<file path="src/rtl/uart_rx_status_pkg.sv">
package uart_rx_status_pkg;

  typedef struct packed {
    logic load;
    logic par_bad;
    logic addr;
  } rx_decision_t;

  typedef struct packed {
    logic irq;
    logic brk;
    logic ovr;
    logic perr;
    logic wake;
  } rx_flags_t;

  localparam rx_flags_t FLAGS_CLEAR = '{irq: 1'b0, brk: 1'b0, ovr: 1'b0, perr: 1'b0, wake: 1'b0};

endpackage

</file>
<file path="src/rtl/uart_rx_accept.sv">
module uart_rx_accept
  import uart_rx_status_pkg::*;
#(
  parameter int DATA_W = 8
) (
  input  logic              char_valid_i,
  input  logic [DATA_W-1:0] char_data_i,
  input  logic              char_parity_i,
  input  logic              char_addr_i,
  input  logic              frame_err_i,
  input  logic              err_ie_i,
  input  logic              wake_ie_i,
  input  logic              parity_odd_i,
  output rx_decision_t      dec_o
);

  logic ones_odd;
  logic par_bad;
  logic char_err;
  logic pass_err;
  logic pass_wake;

  // address bit is part of the parity word
  assign ones_odd  = ^{char_data_i, char_addr_i, char_parity_i};
  assign par_bad   = ones_odd ^ parity_odd_i;
  assign char_err  = par_bad | frame_err_i;
  assign pass_err  = ~char_err | err_ie_i;
  assign pass_wake = ~wake_ie_i | char_addr_i;

  always_comb begin
    dec_o.load    = char_valid_i & pass_err & pass_wake;
    dec_o.par_bad = par_bad;
    dec_o.addr    = char_addr_i;
  end

endmodule

</file>
<file path="src/rtl/uart_rx_break_det.sv">
module uart_rx_break_det #(
  parameter int BRK_BITS = 10
) (
  input  logic clk_i,
  input  logic rst_ni,
  input  logic soft_rst_i,
  input  logic char_valid_i,
  input  logic frame_err_i,
  input  logic rx_line_i,
  input  logic bit_tick_i,
  output logic brk_evt_o
);

  localparam int CNT_W = $clog2(BRK_BITS + 1);
  localparam logic [CNT_W-1:0] LAST = CNT_W'(BRK_BITS - 1);

  logic [CNT_W-1:0] cnt_q;
  logic             armed_q;
  logic             fired_q;
  logic             tick_high;
  logic             tick_low;
  logic             arm;

  assign tick_high = bit_tick_i & rx_line_i;
  assign tick_low  = bit_tick_i & ~rx_line_i;
  assign brk_evt_o = tick_low & armed_q & (cnt_q == LAST);
  // arm once per low period, on the first missing stop bit
  assign arm       = char_valid_i & frame_err_i & ~armed_q & ~fired_q;

  always_ff @(posedge clk_i or negedge rst_ni) begin
    if (!rst_ni) begin
      cnt_q   <= '0;
      armed_q <= 1'b0;
      fired_q <= 1'b0;
    end else if (soft_rst_i || tick_high) begin
      cnt_q   <= '0;
      armed_q <= 1'b0;
      fired_q <= 1'b0;
    end else if (brk_evt_o) begin
      cnt_q   <= '0;
      armed_q <= 1'b0;
      fired_q <= 1'b1;
    end else if (tick_low && armed_q) begin
      cnt_q   <= cnt_q + 1'b1;
    end else if (arm) begin
      cnt_q   <= '0;
      armed_q <= 1'b1;
    end
  end

endmodule

</file>
<file path="src/rtl/uart_rx_flags.sv">
module uart_rx_flags
  import uart_rx_status_pkg::*;
#(
  parameter int DATA_W = 8
) (
  input  logic              clk_i,
  input  logic              rst_ni,
  input  logic              soft_rst_i,
  input  logic              buf_read_i,
  input  rx_decision_t      dec_i,
  input  logic [DATA_W-1:0] char_data_i,
  input  logic              brk_evt_i,
  input  logic              err_ie_i,
  output logic [DATA_W-1:0] buf_o,
  output rx_flags_t         flags_o
);

  logic [DATA_W-1:0] buf_q;
  logic              full_q;
  rx_flags_t         flags_q;
  rx_flags_t         flags_d;
  logic              full_d;
  logic              brk_set;

  assign brk_set = brk_evt_i & err_ie_i;

  always_comb begin
    flags_d = flags_q;
    full_d  = full_q;
    if (buf_read_i) begin
      flags_d = FLAGS_CLEAR;
      full_d  = 1'b0;
    end
    if (dec_i.load) begin
      full_d      = 1'b1;
      flags_d.irq = 1'b1;
      if (full_q && !buf_read_i) flags_d.ovr = 1'b1;
      if (dec_i.par_bad) flags_d.perr = 1'b1;
      if (dec_i.addr) flags_d.wake = 1'b1;
    end
    if (brk_set) begin
      flags_d.brk = 1'b1;
      flags_d.irq = 1'b1;
    end
  end

  always_ff @(posedge clk_i or negedge rst_ni) begin
    if (!rst_ni) begin
      buf_q   <= '0;
      full_q  <= 1'b0;
      flags_q <= FLAGS_CLEAR;
    end else if (soft_rst_i) begin
      buf_q   <= '0;
      full_q  <= 1'b0;
      flags_q <= FLAGS_CLEAR;
    end else begin
      if (dec_i.load) buf_q <= char_data_i;
      full_q  <= full_d;
      flags_q <= flags_d;
    end
  end

  assign buf_o   = buf_q;
  assign flags_o = flags_q;

endmodule

</file>
<file path="src/rtl/uart_rx_status.sv">
module uart_rx_status
  import uart_rx_status_pkg::*;
#(
  parameter int DATA_W   = 8,
  parameter int BRK_BITS = 10
) (
  input  logic              clk_i,
  input  logic              rst_ni,
  input  logic              char_valid_i,
  input  logic [DATA_W-1:0] char_data_i,
  input  logic              char_parity_i,
  input  logic              char_addr_i,
  input  logic              frame_err_i,
  input  logic              rx_line_i,
  input  logic              bit_tick_i,
  input  logic              buf_read_i,
  input  logic              soft_rst_i,
  input  logic              err_ie_i,
  input  logic              wake_ie_i,
  input  logic              parity_odd_i,
  output logic [DATA_W-1:0] buf_data_o,
  output logic              irq_flag_o,
  output logic              break_o,
  output logic              overrun_o,
  output logic              parity_err_o,
  output logic              wake_o
);

  rx_decision_t dec;
  rx_flags_t    flags;
  logic         brk_evt;

  uart_rx_accept #(.DATA_W(DATA_W)) i_accept (
    .char_valid_i (char_valid_i),
    .char_data_i  (char_data_i),
    .char_parity_i(char_parity_i),
    .char_addr_i  (char_addr_i),
    .frame_err_i  (frame_err_i),
    .err_ie_i     (err_ie_i),
    .wake_ie_i    (wake_ie_i),
    .parity_odd_i (parity_odd_i),
    .dec_o        (dec)
  );

  uart_rx_break_det #(.BRK_BITS(BRK_BITS)) i_break (
    .clk_i       (clk_i),
    .rst_ni      (rst_ni),
    .soft_rst_i  (soft_rst_i),
    .char_valid_i(char_valid_i),
    .frame_err_i (frame_err_i),
    .rx_line_i   (rx_line_i),
    .bit_tick_i  (bit_tick_i),
    .brk_evt_o   (brk_evt)
  );

  uart_rx_flags #(.DATA_W(DATA_W)) i_flags (
    .clk_i      (clk_i),
    .rst_ni     (rst_ni),
    .soft_rst_i (soft_rst_i),
    .buf_read_i (buf_read_i),
    .dec_i      (dec),
    .char_data_i(char_data_i),
    .brk_evt_i  (brk_evt),
    .err_ie_i   (err_ie_i),
    .buf_o      (buf_data_o),
    .flags_o    (flags)
  );

  assign irq_flag_o   = flags.irq;
  assign break_o      = flags.brk;
  assign overrun_o    = flags.ovr;
  assign parity_err_o = flags.perr;
  assign wake_o       = flags.wake;

endmodule

</file>
<file path="config.mk">
export PLATFORM = sky130hd
export DESIGN_NAME = uart_rx_status
export DESIGN_NICKNAME = d
export VERILOG_FILES = /design/src/rtl/uart_rx_status_pkg.sv /design/src/rtl/uart_rx_accept.sv /design/src/rtl/uart_rx_break_det.sv /design/src/rtl/uart_rx_flags.sv /design/src/rtl/uart_rx_status.sv
export SDC_FILE = /design/constraint.sdc
export NUM_CORES = 1
export LEC_CHECK = 0
export ABC_AREA = 1
export BUFFER_PORTS_ARGS = -buffer_cell sky130_fd_sc_hd__buf_2
export CAP_MARGIN = 30
export CORE_ASPECT_RATIO = 0.6
export CORE_MARGIN = 2
export CORE_UTILIZATION = 41
export CTS_CLUSTER_DIAMETER = 50
export DETAILED_ROUTE_END_ITERATION = 10
export GPL_TIMING_DRIVEN = 0
export PLACE_DENSITY = 0.65
export SETUP_SLACK_MARGIN = 0.15
export SLEW_MARGIN = 5
export SYNTH_ARGS = -nofsm -noshare
export SYNTH_HDL_FRONTEND = slang
export SYNTH_SLANG_ARGS = --single-unit
</file>
<file path="constraint.sdc">
create_clock -name clk_i -period 1.65 [get_ports clk_i]
set_clock_uncertainty 0.05 [all_clocks]
set_input_delay 0.33 -clock clk_i [delete_from_list [all_inputs] [get_ports clk_i]]
set_output_delay 0.33 -clock clk_i [all_outputs]
set_load 0.02 [all_outputs]
</file>
Word level (Yosys, flattened, before mapping)
Cells that the tools add are included.

operators by class
  bitwise gates (word level) = 19
  muxes and demuxes = 23
  equal/unequal tests = 2
  add/subtract/negate cells = 1
  reductions and logical operators = 13

operators with widths
  cell                                                             number
  4-bit two-way mux                                                4
  8-bit two-way mux                                                2
  1-bit two-way mux                                                13
  1-bit AND                                                        10
  5-bit two-way mux                                                2
  10-bit parity                                                    1
  3-bit nonzero test                                               3
  4-bit nonzero test                                               2
  1-bit inverter                                                   5
  4-bit by 1-bit adder with 4-bit output, second input constant    1
  4-bit equality test, second input constant                       1
  2-bit nonzero test                                               2
  3-bit two-way mux                                                1
  3-bit by 1-bit != test with 1-bit output, second input constant  1
  1-bit OR                                                         3
  1-bit logical AND                                                2
  2-bit two-way mux                                                1
  2-bit AND reduction                                              1
  1-bit zero test                                                  1
  1-bit logical OR                                                 1
  1-bit XOR                                                        1

storage, ports and cells
  bits in registers = 20
  output and inout bits = 13
  logic and storage cells = 68

Logic depth before layout (Yosys ltp)
Gate-level depths: netlist (run 1).

  depth in word-level cells = 10
  gate-level depth with buffers = 15

Hierarchy
Synthesis (run 1) repeated with hierarchy kept, for this count alone.

unflattened totals
  cell total of the unflattened synthesis = 156
  area, all modules = 1209.9 um2

by module, submodules not included
  module             seq. area each (um2)  area each (um2)  instances  cells each
  uart_rx_flags      350.3                 564.3            1          62
  uart_rx_break_det  150.1                 384.1            1          42
  uart_rx_accept     0.0                   261.5            1          52

Least setup slack after synthesis (run 1)
No wires, ideal clock.

  path type = in2reg
  start = in char_data_i[7]
  end = reg i_flags.buf_q[0] (netlist: i_flags.buf_o[0])
  cell stages on the path = 12
  setup time = 0.117 ns
  path slack = 0.265 ns
  arrival = 1.218 ns
  cell sequence = xnor2_1 > inv_1 > nand3_1 > nand2_1 > inv_1 > nand2_2 > nand3_2 > nand2_2 > nand3_4 > nand2_4 > nand2_1 > nand2_1

between the ends
  longest elaborated chain between the ends = 8

ends and longest elaborated chain
  element                              line                  source
  start, declared                      uart_rx_status.sv:10  input logic [DATA_W-1:0] char_data_i,
  10-bit parity                        uart_rx_accept.sv:24  assign ones_odd = ^{char_data_i, char_addr_i, char_parity_i};
  1-bit XOR                            uart_rx_accept.sv:25  assign par_bad = ones_odd ^ parity_odd_i;
  1-bit OR                             uart_rx_accept.sv:26  assign char_err = par_bad | frame_err_i;
  1-bit inverter                       uart_rx_accept.sv:27  assign pass_err = ~char_err | err_ie_i;
  1-bit OR                             uart_rx_accept.sv:27
  1-bit AND (2 in a row)               uart_rx_accept.sv:31  dec_o.load = char_valid_i & pass_err & pass_wake;
  2-bit nonzero test (no source line)  -
  end signal, assigned                 uart_rx_flags.sv:57   if (dec_i.load) buf_q <= char_data_i;
  end, declared                        uart_rx_flags.sv:18   logic [DATA_W-1:0] buf_q;

Every way passes these cells.
A chain may end at the register's enable or synchronous reset.

Worst setup path in the final report (run 1)
  start = in char_data_i[1]
  end = reg i_flags.buf_q[1] (netlist: i_flags.buf_o[1])

between the ends
  longest elaborated chain between the ends = 8

ends and longest elaborated chain
  element                              line
  10-bit parity                        uart_rx_accept.sv:24
  1-bit XOR                            uart_rx_accept.sv:25
  1-bit OR                             uart_rx_accept.sv:26
  1-bit inverter                       uart_rx_accept.sv:27
  1-bit OR                             uart_rx_accept.sv:27
  1-bit AND (2 in a row)               uart_rx_accept.sv:31
  2-bit nonzero test (no source line)  -

Several ways; a longest one is shown, not always the timed one. The select of a mux whose other input is x is not followed.

==> metrics.md, run 1 <==
| Metric | Value |
|---|---|
| Status | `completed` |
| Final core occ | `53.7%` |
| Final Hold Vio Count | `0` |
| Number of max-cap violations | `0` |
| Post-synth EDFFs | `0` |
| Inst Count DP | `236` |
| HP Class | `primary input to register` |
| Synth area leaders | `dfrtp_1, nand2_1, inv_1` |
| Die Width | `73.7 um` |
| Most frequent cell after synthesis | `nand2_1` |
| Initial Utilization | `42.4%` |
| Synth-to-Final Area Change | `26.6%` |
| Worst-path clk slew | `0.07 ns` |
| Post-Layout Cell Count | `243` |
| Slew HR | `69.7%` |
| Post-layout nets | `233` |
| Cell Chain, Critical Path | `clkbuf_4 -> inv_1 -> nand2_1 -> nand2_1 -> nand2_1 -> nand3_2 -> nand2_2 -> inv_1 -> nand2_2 -> nand3_2 -> nand2_4 -> nand3_4 -> nand2_4 -> nand2_1 -> nand2_1` |
| Clk buf depth | `2` |
| Post-Place Setup Slack | `-0.0547 ns` |
| Worst Path Required | `1.80 ns` |
| Arrival time at the worst endpoint | `1.55 ns` |
| RSZ-0062 raised after global routing | `no` |
| CP top delay family | `simple AND/OR/NAND/NOR gates` |
| TritonRoute pass-1 iters | `4` |
| Largest fanout on the critical path | `8` |
| Post-synth top area share | `41.9%` |
| I/O Buffers | `33` |
| Inserted Clock Buffers | `3` |
| CP max stage delay | `0.15 ns` |
| DR iter-0 viols | `50` |
| TNS Setup | `0 ns` |
| Pleak | `0.892 nW` |
| Setup ws final | `0.252 ns` |
| DR vias | `1172` |
| Remaining DRCs | `0` |
| Min Tclk post-route | `1.40 ns` |
| Antenna-violating nets left | `0` |
| Routed wire per std cell | `11.1 um` |
| FP Rows | `15` |
| Yosys cell types | `26` |
| Peak VDD IR | `0.382 mV` |
| Root Buffer | `clkbuf_8` |
| Syn Inst Count | `169` |
| Sequential share of the synthesized area | `41.9%` |
| Total Wirelength | `2710 um` |
| P per Cell Area | `784 mW/mm^2` |
| CORE AREA | `0.00282 mm^2` |
| Clk sinks | `20` |
| Slew at the pin with the worst max-slew slack | `0.454 ns` |
| Final GP Congestion | `0.768` |
| Die height | `45.8 um` |
| DP HPWL | `2120 um` |
| Crit-path slowest cell | `clkbuf_4` |
| Endpoint class of the critical path | `register` |
| CTS tree | `built` |
| FMAX | `0.716 GHz` |
| First-pass GRT wire length | `4260 um` |
| Insertion delay to the later sink of the worst-skew pair | `0.26 ns` |
| Vias in the first global route | `1001` |
| H-tree Lvls | `1` |
| Antenna violations before repair | `0` |
| Fin. max-slew vios | `0` |
| Top cells by count, synth | `nand2_1, inv_1, dfrtp_1` |
| Yosys warnings | `0` |
| GR Overflow Total | `0` |
| Top_reg_cell synth | `dfrtp_1` |
| Layout cell share with drive strength beyond 1 | `26.3%` |
| Total track usage | `16.8%` |
| Sum of buffers and inverters on the critical path | `3` |
| Setup violations, final | `0` |
| Die ar. | `0.00338 mm^2` |
| Cell mode on critical path | `nand2_1` |
| Largest area contributor in the netlist | `dfrtp_1` |
| Crit Path Class | `primary input to register` |
| Final Cycle Share | `84.7%` |
| # diodes | `0` |
| Async S/R FF share, synth | `100%` |
| Netlist Area Pre-Place | `0.00119 mm^2` |
| Vias per inst | `4.82` |
| Synth Area per Inst | `7.07 um^2` |
| Largest net degree at the start of global routing | `21` |
| Critical path startpoint category | `primary input` |
| Io pins | `34` |
| Seq cells post-synth | `20` |
| Post-Syn Nets | `192` |
-- cell usage in the layout, fill, tap and decap left out, types with 2 or more instances in the layout --
cell type   n
clkbuf_8    4
xnor2_1     2
nand3_2     4
inv_1      26
buf_4       2
o21ai_0     4
buf_2      31
nand3_1    14
dfrtp_1    20
inv_2       4
ha_1        2
nand2_4     2
a21oi_1     4
nor3_1      2
nand2_1    51
nand4_1     3
nor2_1     15
nand2_2     5
-- worst paths after layout --
path,cells past startpoint,end,startpoint,slack [ns]
worst max-delay path,15,i_flags.buf_o[1],char_data_i[1],0.25
worst min-delay path,3,i_flags.flags_o[3],err_ie_i,0.30
worst max register to register,8,i_flags.flags_o[4],i_break.cnt_q[1],0.34
worst min register to register,2,i_flags.full_q,i_flags.full_q,0.43
max in group asynchronous,2,i_flags.buf_o[1],rst_ni,0.77
min in group asynchronous,2,i_break.fired_q,rst_ni,0.48
-- through the flow --
stage          total power, mW  area [um^2]  hold slack (ns)
2_1_floorplan            0.698         1190          -0.0156
3_3_place_gp             0.790         1400            0.249
3_5_place_dp             0.797         1400            0.249
4_1_cts                   1.17         1470            0.298
5_1_grt                   1.25         1510            0.312
6_report                  1.19         1510            0.298
-- kinds of logic (layout without fill, tap and decap cells) --
kind of cell	Yosys count	in the layout	synth area share, %
buffers and inverters	32	71	10.1
multiplexers	1	1	0.838
flip-flops	20	20	41.9
XOR/XNOR	3	3	2.20
adder cells (fa/ha/maj)	2	2	2.09
AND/OR/NAND/NOR	100	101	37.8
AO/OA/AOI/OAI	11	11	5.13
-- report_power, final --
group          switching, mW  leakage (nW)  internal, mW  total [mW]
Combinational          0.178         0.594         0.101       0.279
Clock                  0.163        0.0288         0.213       0.376
Sequential            0.0148         0.269         0.517       0.531
Total                  0.356         0.892         0.830        1.19
-- tightest hold or removal path: cells and delay by family --
| kind | cells | cell delay (ns) |
|---|---|---|
| AND/OR/NAND/NOR | 1 | 0.07 |
| buffers and inverters | 1 | 0.11 |
| AO/OA/AOI/OAI | 1 | 0.07 |
-- repair_timing --
item                       4_1_cts  5_1_grt
hold endpoints to repair        20        0
gates resized for setup          0       13
buffers inserted                 0        1
setup endpoints to repair        0       10
hold buffers                     1        0
-- state kept, by name (all words and copies together), names as in the netlist --
name	flops
i_break.armed_q	1
i_break.cnt_q	4
i_break.fired_q	1
i_flags.buf_o	8
i_flags.flags_o	5
i_flags.full_q	1
-- area by class of cell --
type,count,area (um^2)
fillers,280,1300
multi-input cells,118,607
flip-flops and latches,20,500
repair buffers,35,188
inverters,30,113
clock buffers,4,55.1
well taps,34,42.5
plain buffers,2,7.51
-- per-layer routing --
metal / track usage (%) / share of wire (%) / vias up
li1: - / - / 607
met1: 23.0 / 52 / 531
met2: 25.7 / 41 / 31
met3: 5.53 / 6.4 / 3
met4: 4.00 / 0.48 / 0
met5: 0 / 0 / -
Note: power is estimated with default switching activity, not from simulation.
==> run 2: changes to the inputs <==
clock period = 1.3 ns   (was 1.65 ns; I/O delays follow)
==> metrics.md, run 2 (same netlist as run 1, synthesis figures left out) <==
| Metric | Value |
|---|---|
| Status | `finished with violations (was completed)` |
| Failing checks | `setup timing` |
| Fin. max-slew vios | `0 (unchanged)` |
| Endpoint class of the critical path | `register (unchanged)` |
| Clk buf depth | `2 (unchanged)` |
| Crit Path Class | `register to register (was primary input to register)` |
| Antenna violations before repair | `0 (unchanged)` |
| Final GP Congestion | `0.885 (was 0.768)` |
| HP Start | `char_addr_i (was err_ie_i)` |
| Synth-to-Final Area Change | `62.7% (was 26.6%)` |
| Post-layout nets | `245 (was 233)` |
| TNS Setup | `-0.0198 ns (was 0 ns)` |
| Antenna-violating nets left | `0 (unchanged)` |
| Area of the multi-input gates | `797 um^2 (was 607 um^2)` |
| # diodes | `0 (unchanged)` |
| Worst Path Required | `1.44 ns (was 1.80 ns)` |
| Worst-path clk slew | `0.08 ns (was 0.07 ns)` |
| First-pass GRT wire length | `5100 um (was 4260 um)` |
| Routed wire per std cell | `12.8 um (was 11.1 um)` |
| DP HPWL | `2120 um (about the same)` |
| Largest net degree at the start of global routing | `21 (unchanged)` |
| Vias in the first global route | `1157 (was 1001)` |
| RSZ-0062 raised after global routing | `yes (was no)` |
| Min Tclk post-route | `1.31 ns` |
| Setup ws final | `-0.0128 ns (was 0.252 ns)` |
| Arrival time at the worst endpoint | `1.46 ns (was 1.55 ns)` |
| Total track usage | `20.1% (was 16.8%)` |
| Die ar. | `0.00338 mm^2 (unchanged)` |
| DR vias | `1269 (was 1172)` |
| Placed standard-cell area | `0.00149 mm^2 (was 0.00140 mm^2)` |
| Layout cell share with drive strength beyond 1 | `48.0% (was 26.3%)` |
| FP Rows | `15 (unchanged)` |
| Fill cells | `216 (was 280)` |
| Area taken by flip-flops and latches | `500 um^2 (unchanged)` |
| GR Overflow Total | `0 (unchanged)` |
| I/O Buffers | `33 (unchanged)` |
| Tot Pwr | `1.80 mW (was 1.19 mW)` |
| Post-route cell area | `0.00194 mm^2 (was 0.00151 mm^2)` |
| H-tree Lvls | `1 (unchanged)` |
| Commonest non-fill, non-tap cell in the layout | `nand2_1 (unchanged)` |
| Clk sinks | `20 (unchanged)` |
| Inserted Clock Buffers | `3 (unchanged)` |
| Final Hold Vio Count | `0 (unchanged)` |
| Peak VDD IR | `0.398 mV (was 0.382 mV)` |
| TritonRoute pass-1 iters | `4 (unchanged)` |
| CTS tree | `built (unchanged)` |
| Crit path from | `i_break.cnt_q[1] (was char_data_i[1])` |
| Pleak | `1.04 nW (was 0.892 nW)` |
| Io pins | `34 (unchanged)` |
| Die Width | `73.7 um (unchanged)` |
| FMAX | `0.762 GHz` |
| DR iter-0 viols | `70 (was 50)` |
| Die height | `45.8 um (unchanged)` |
| Post-Place Setup Slack | `-0.418 ns (was -0.0547 ns)` |
| Slew HR | `65.2% (was 69.7%)` |
| Root Buffer | `clkbuf_8 (unchanged)` |
| Insertion delay to the later sink of the worst-skew pair | `0.27 ns (was 0.26 ns)` |
| Final Cycle Share | `101%` |
| Vias per inst | `4.98 (was 4.82)` |
| Most frequent cells in the layout | `nand2_1, dfrtp_1, buf_2 (was nand2_1, buf_2, inv_1)` |
| CORE AREA | `0.00282 mm^2 (unchanged)` |
| FF-to-FF Start | `i_break.cnt_q[1] (unchanged)` |
| Remaining DRCs | `0 (unchanged)` |
| Number of max-cap violations | `0 (unchanged)` |
| Critical path startpoint category | `register (was primary input)` |
| Setup violations, final | `2 (was 0)` |
| HP Class | `primary input to register (unchanged)` |
| Slew at the pin with the worst max-slew slack | `0.522 ns (was 0.454 ns)` |
| Max FFs per register | `8 (unchanged)` |
| Initial Utilization | `42.4% (unchanged)` |
| P per Cell Area | `926 mW/mm^2 (was 784 mW/mm^2)` |
| Largest fanout on the critical path | `4 (was 8)` |
| Total Wirelength | `3270 um (was 2710 um)` |
| Final hold slack | `0.215 ns (was 0.298 ns)` |
[run 2: what timing repair did]
item,CTS,global route
hold endpoints to repair,20,0
hold buffers,1,0
cloned,1,0
pin swaps,22,18
endpoints found under the setup margin,19,26
setup buffers,8,5
resized for setup,49,30
[run 2: metrics by stage]
step           std cells  util [%]
3_3_place_gp         236      53.0
6_report             255      69.1
2_1_floorplan        169         -
4_1_cts              250      64.0
3_5_place_dp         236      53.0
5_1_grt              255      69.1
[run 2: path summary, 6_finish.rpt]
path	endpoint	depth (start not counted)	slack, ns
setup / recovery	i_break.fired_q	6	-0.01
hold / removal	i_flags.flags_o[0]	3	0.22
setup reg to reg	i_break.fired_q	6	-0.01
hold reg to reg	i_flags.flags_o[3]	2	0.44
max in group asynchronous	i_flags.flags_o[3]	2	0.45
min in group asynchronous	i_break.cnt_q[2]	2	0.43
[run 2: layout make-up]
class	instances	area share, %
Tap cell	34	2.19
Multi-Input combinational cell	118	41.0
Buffer	2	0.386
Inverter	30	7.08
Timing Repair Buffer	47	19.9
Sequential cell	20	25.7
Clock buffer	3	2.12
Clock inverter	1	1.54
[run 2: routing by layer]
metal  global-route usage [%]  share of wire [%]
met1                     26.8                 45
met2                     32.9                 48
met3                     5.53                6.1
met4                     5.09               0.95
met5                        0                  0
[run 2: worst max-delay path, cell delays in order, from the launching register on]
cell and delay [ns]:
dfrtp_1 0.39, inv_2 0.08, ha_4 0.12, nand4_1 0.18, buf_4 0.21, buf_6 0.10
a21oi_2 0.10
[run 2: power breakdown]
| part | internal [mW] | total [mW] | switching, mW |
|---|---|---|---|
| sequential | 0.656 | 0.676 | 0.0206 |
| clock | 0.412 | 0.632 | 0.220 |
| combinational | 0.210 | 0.492 | 0.282 |
==> run 3: changes to the inputs <==
CELL_PAD_IN_SITES_DETAIL_PLACEMENT = 0   (was unset)
CELL_PAD_IN_SITES_GLOBAL_PLACEMENT = 2   (was unset)
CORE_UTILIZATION = 27   (was 41)
PLACE_DENSITY = unset   (was 0.65)
PLACE_DENSITY_LB_ADDON = 0.1   (was unset)
==> metrics.md, run 3 (same netlist as run 1, synthesis figures left out) <==
| Metric | Value |
|---|---|
| Status | `finished with violations (unchanged)` |
| Failing checks | `setup timing (unchanged)` |
| Vias in the first global route | `1135 (was 1157)` |
| Tot Pwr | `1.54 mW (was 1.80 mW)` |
| H-tree Lvls | `1 (unchanged)` |
| Antenna-violating nets left | `0 (unchanged)` |
| Vias per inst | `4.42 (was 4.98)` |
| Io pins | `34 (unchanged)` |
| Number of max-cap violations | `0 (unchanged)` |
| Post-Place Setup Slack | `-0.425 ns (was -0.418 ns)` |
| FP Rows | `18 (was 15)` |
| FF-to-FF Start | `i_break.armed_q (was i_break.cnt_q[1])` |
| TritonRoute pass-1 iters | `5 (was 4)` |
| Clk sinks | `20 (unchanged)` |
| Root Buffer | `clkbuf_8 (unchanged)` |
| Fin. max-slew vios | `0 (unchanged)` |
| Setup slack, reg-to-reg | `0.04 ns (was -0.01 ns)` |
| Largest net degree at the start of global routing | `21 (unchanged)` |
| Inserted Clock Buffers | `3 (unchanged)` |
| RSZ-0062 raised after global routing | `yes (unchanged)` |
| # diodes | `0 (unchanged)` |
| P per Cell Area | `837 mW/mm^2 (was 926 mW/mm^2)` |
| Busiest grt layer | `met2 (unchanged)` |
| Remaining DRCs | `0 (unchanged)` |
| CTS tree | `built (unchanged)` |
| Total Wirelength | `3390 um (was 3270 um)` |
| Crit-path slowest cell | `xnor2_4 (was dfrtp_1)` |
| Routed wire per std cell | `12.4 um (was 12.8 um)` |
| Arrival time at the worst endpoint | `1.44 ns (was 1.46 ns)` |
| DP HPWL | `2490 um (was 2120 um)` |
| Worst R2R End | `i_break.cnt_q[3] (was i_break.fired_q)` |
| Largest fanout on the critical path | `8 (was 4)` |
| Min Tclk post-route | `1.30 ns (was 1.31 ns)` |
| CP max stage delay | `0.19 ns (was 0.39 ns)` |
| Slew at the pin with the worst max-slew slack | `0.513 ns (was 0.522 ns)` |
| Number of cells on the critical path | `12 (was 6)` |
| Die height | `55.5 um (was 45.8 um)` |
| DR iter-0 viols | `27 (was 70)` |
| Endpoint class of the critical path | `register (unchanged)` |
| Peak VDD IR | `0.374 mV (was 0.398 mV)` |
| Setup crit end | `i_flags.buf_o[1] (was i_break.fired_q)` |
| Worst r2r path cells | `6 (unchanged)` |
| TNS Setup | `-0.0000321 ns (was -0.0198 ns)` |
| GRT met1 Usage | `20.3% (was 26.8%)` |
| Final GP Congestion | `0.848 (was 0.885)` |
| Setup ws final | `-0.0000321 ns (was -0.0128 ns)` |
| Crit path from | `char_data_i[6] (was i_break.cnt_q[1])` |
| Die Width | `89.9 um (was 73.7 um)` |
| Initial Utilization | `28.5% (was 42.4%)` |
| Max FFs per register | `8 (unchanged)` |
| Met2 usage | `21.0% (was 32.9%)` |
| Final Cycle Share | `100% (was 101%)` |
| Post-layout nets | `239 (was 245)` |
| CP top delay family | `simple AND/OR/NAND/NOR gates (was flip-flops)` |
| Crit Path Class | `primary input to register (was register to register)` |
| Die ar. | `0.00499 mm^2 (was 0.00338 mm^2)` |
| Grt met3 use | `4.23% (was 5.53%)` |
| FMAX | `0.769 GHz (was 0.762 GHz)` |
| Most frequent cells in the layout | `nand2_1, buf_2, dfrtp_1 (was nand2_1, dfrtp_1, buf_2)` |
| Cell Chain, Critical Path | `buf_4 -> xnor2_4 -> nand3_2 -> nand2_2 -> inv_2 -> nand2_2 -> nand3_4 -> nand2_4 -> nand3_4 -> nand2_8 -> nand2_1 -> nand2_1 (was inv_2 -> ha_4 -> nand4_1 -> buf_4 -> buf_6 -> a21oi_2)` |
| Pleak | `0.979 nW (was 1.04 nW)` |
| Commonest non-fill, non-tap cell in the layout | `nand2_1 (unchanged)` |
| Total track usage | `14.0% (was 20.1%)` |
| Critical path startpoint category | `primary input (was register)` |
| Worst Path Required | `1.44 ns (about the same)` |
| Worst-path clk slew | `0.07 ns (was 0.08 ns)` |
| Clk buf depth | `2 (unchanged)` |
| GR Overflow Total | `0 (unchanged)` |
| CORE AREA | `0.00419 mm^2 (was 0.00282 mm^2)` |
| Sum of buffers and inverters on the critical path | `2 (was 3)` |
| I/O Buffers | `33 (unchanged)` |
| Final Hold Vio Count | `0 (unchanged)` |
| Setup violations, final | `1 (was 2)` |
| Layout cell share with drive strength beyond 1 | `42.1% (was 48.0%)` |
| Slew HR | `65.8% (was 65.2%)` |
| First-pass GRT wire length | `5500 um (was 5100 um)` |
| Antenna violations before repair | `0 (unchanged)` |
| HP Class | `primary input to register (unchanged)` |
| Insertion delay to the later sink of the worst-skew pair | `0.25 ns (was 0.27 ns)` |
| DR vias | `1212 (was 1269)` |
| Synth-to-Final Area Change | `53.8% (was 62.7%)` |
## run 3: cell count changes in the layout (fill, tap and decap cells not counted), sizes merged
cell / before / now
buf: 47 / 40
bufinv: 1 / 0
clkbuf: 4 / 5
clkinv: 1 / 0
inv: 29 / 30
## run 3: final cells by class
| type | count | area (um^2) |
|---|---|---|
| sequential | 20 | 500 |
| tap | 60 | 75.1 |
| buffer | 2 | 8.76 |
| multi-input combinational | 118 | 766 |
| fill | 446 | 2350 |
| clock buffer | 3 | 41.3 |
| inverter | 30 | 133 |
| timing repair buffer | 41 | 314 |
## run 3: repair_timing
item	CTS	global route
hold endpoints to repair	20	0
gates resized for setup	37	21
hold buffers	1	0
pin swaps	23	10
gates cloned	1	0
endpoints found under the setup margin	19	21
buffers inserted	4	3
## run 3: worst min path at each step
| stage | to | start | depth (start not counted) |
|---|---|---|---|
| 2_1_floorplan | i_break.armed_q | rst_ni | 0 |
| 3_3_place_gp | i_flags.flags_o[0] | rst_ni | 1 |
| 3_5_place_dp | i_flags.flags_o[0] | rst_ni | 1 |
| 4_1_cts | i_flags.flags_o[3] | err_ie_i | 3 |
| 5_1_grt | i_flags.flags_o[3] | err_ie_i | 3 |
| 6_report | i_flags.flags_o[3] | err_ie_i | 3 |
## run 3: per-layer routing
| metal | part of all wire (%) | up-vias |
|---|---|---|
| met5 | 0 | - |
| met4 | 0.30 | 0 |
| met3 | 4.2 | 2 |
| met2 | 42 | 28 |
| met1 | 54 | 563 |
| li1 | - | 619 |
## run 3: through the flow
stage / std cells / area [um^2] / hold WS [ns] / utilization [%]
6_report: 274 / 1840 / 0.239 / 43.9
3_3_place_gp: 262 / 1530 / 0.188 / 36.4
3_5_place_dp: 262 / 1530 / 0.191 / 36.4
2_1_floorplan: 169 / 1280 / -0.0856 / -
5_1_grt: 274 / 1840 / 0.248 / 43.9
4_1_cts: 271 / 1730 / 0.241 / 41.3
## run 3: tightest hold or removal path, delay by kind of cell
family | cells | cell delay [ns]
AO/OA/AOI/OAI | 1 | 0.07
buffers and inverters | 1 | 0.11
AND/OR/NAND/NOR | 1 | 0.07
## run 3: report_power, final
group	internal, mW	leakage [nW]	total (mW)	switching, mW
Sequential	0.656	0.269	0.675	0.0195
Clock	0.206	0.0216	0.402	0.195
Combinational	0.185	0.688	0.461	0.276
Total	1.05	0.979	1.54	0.491
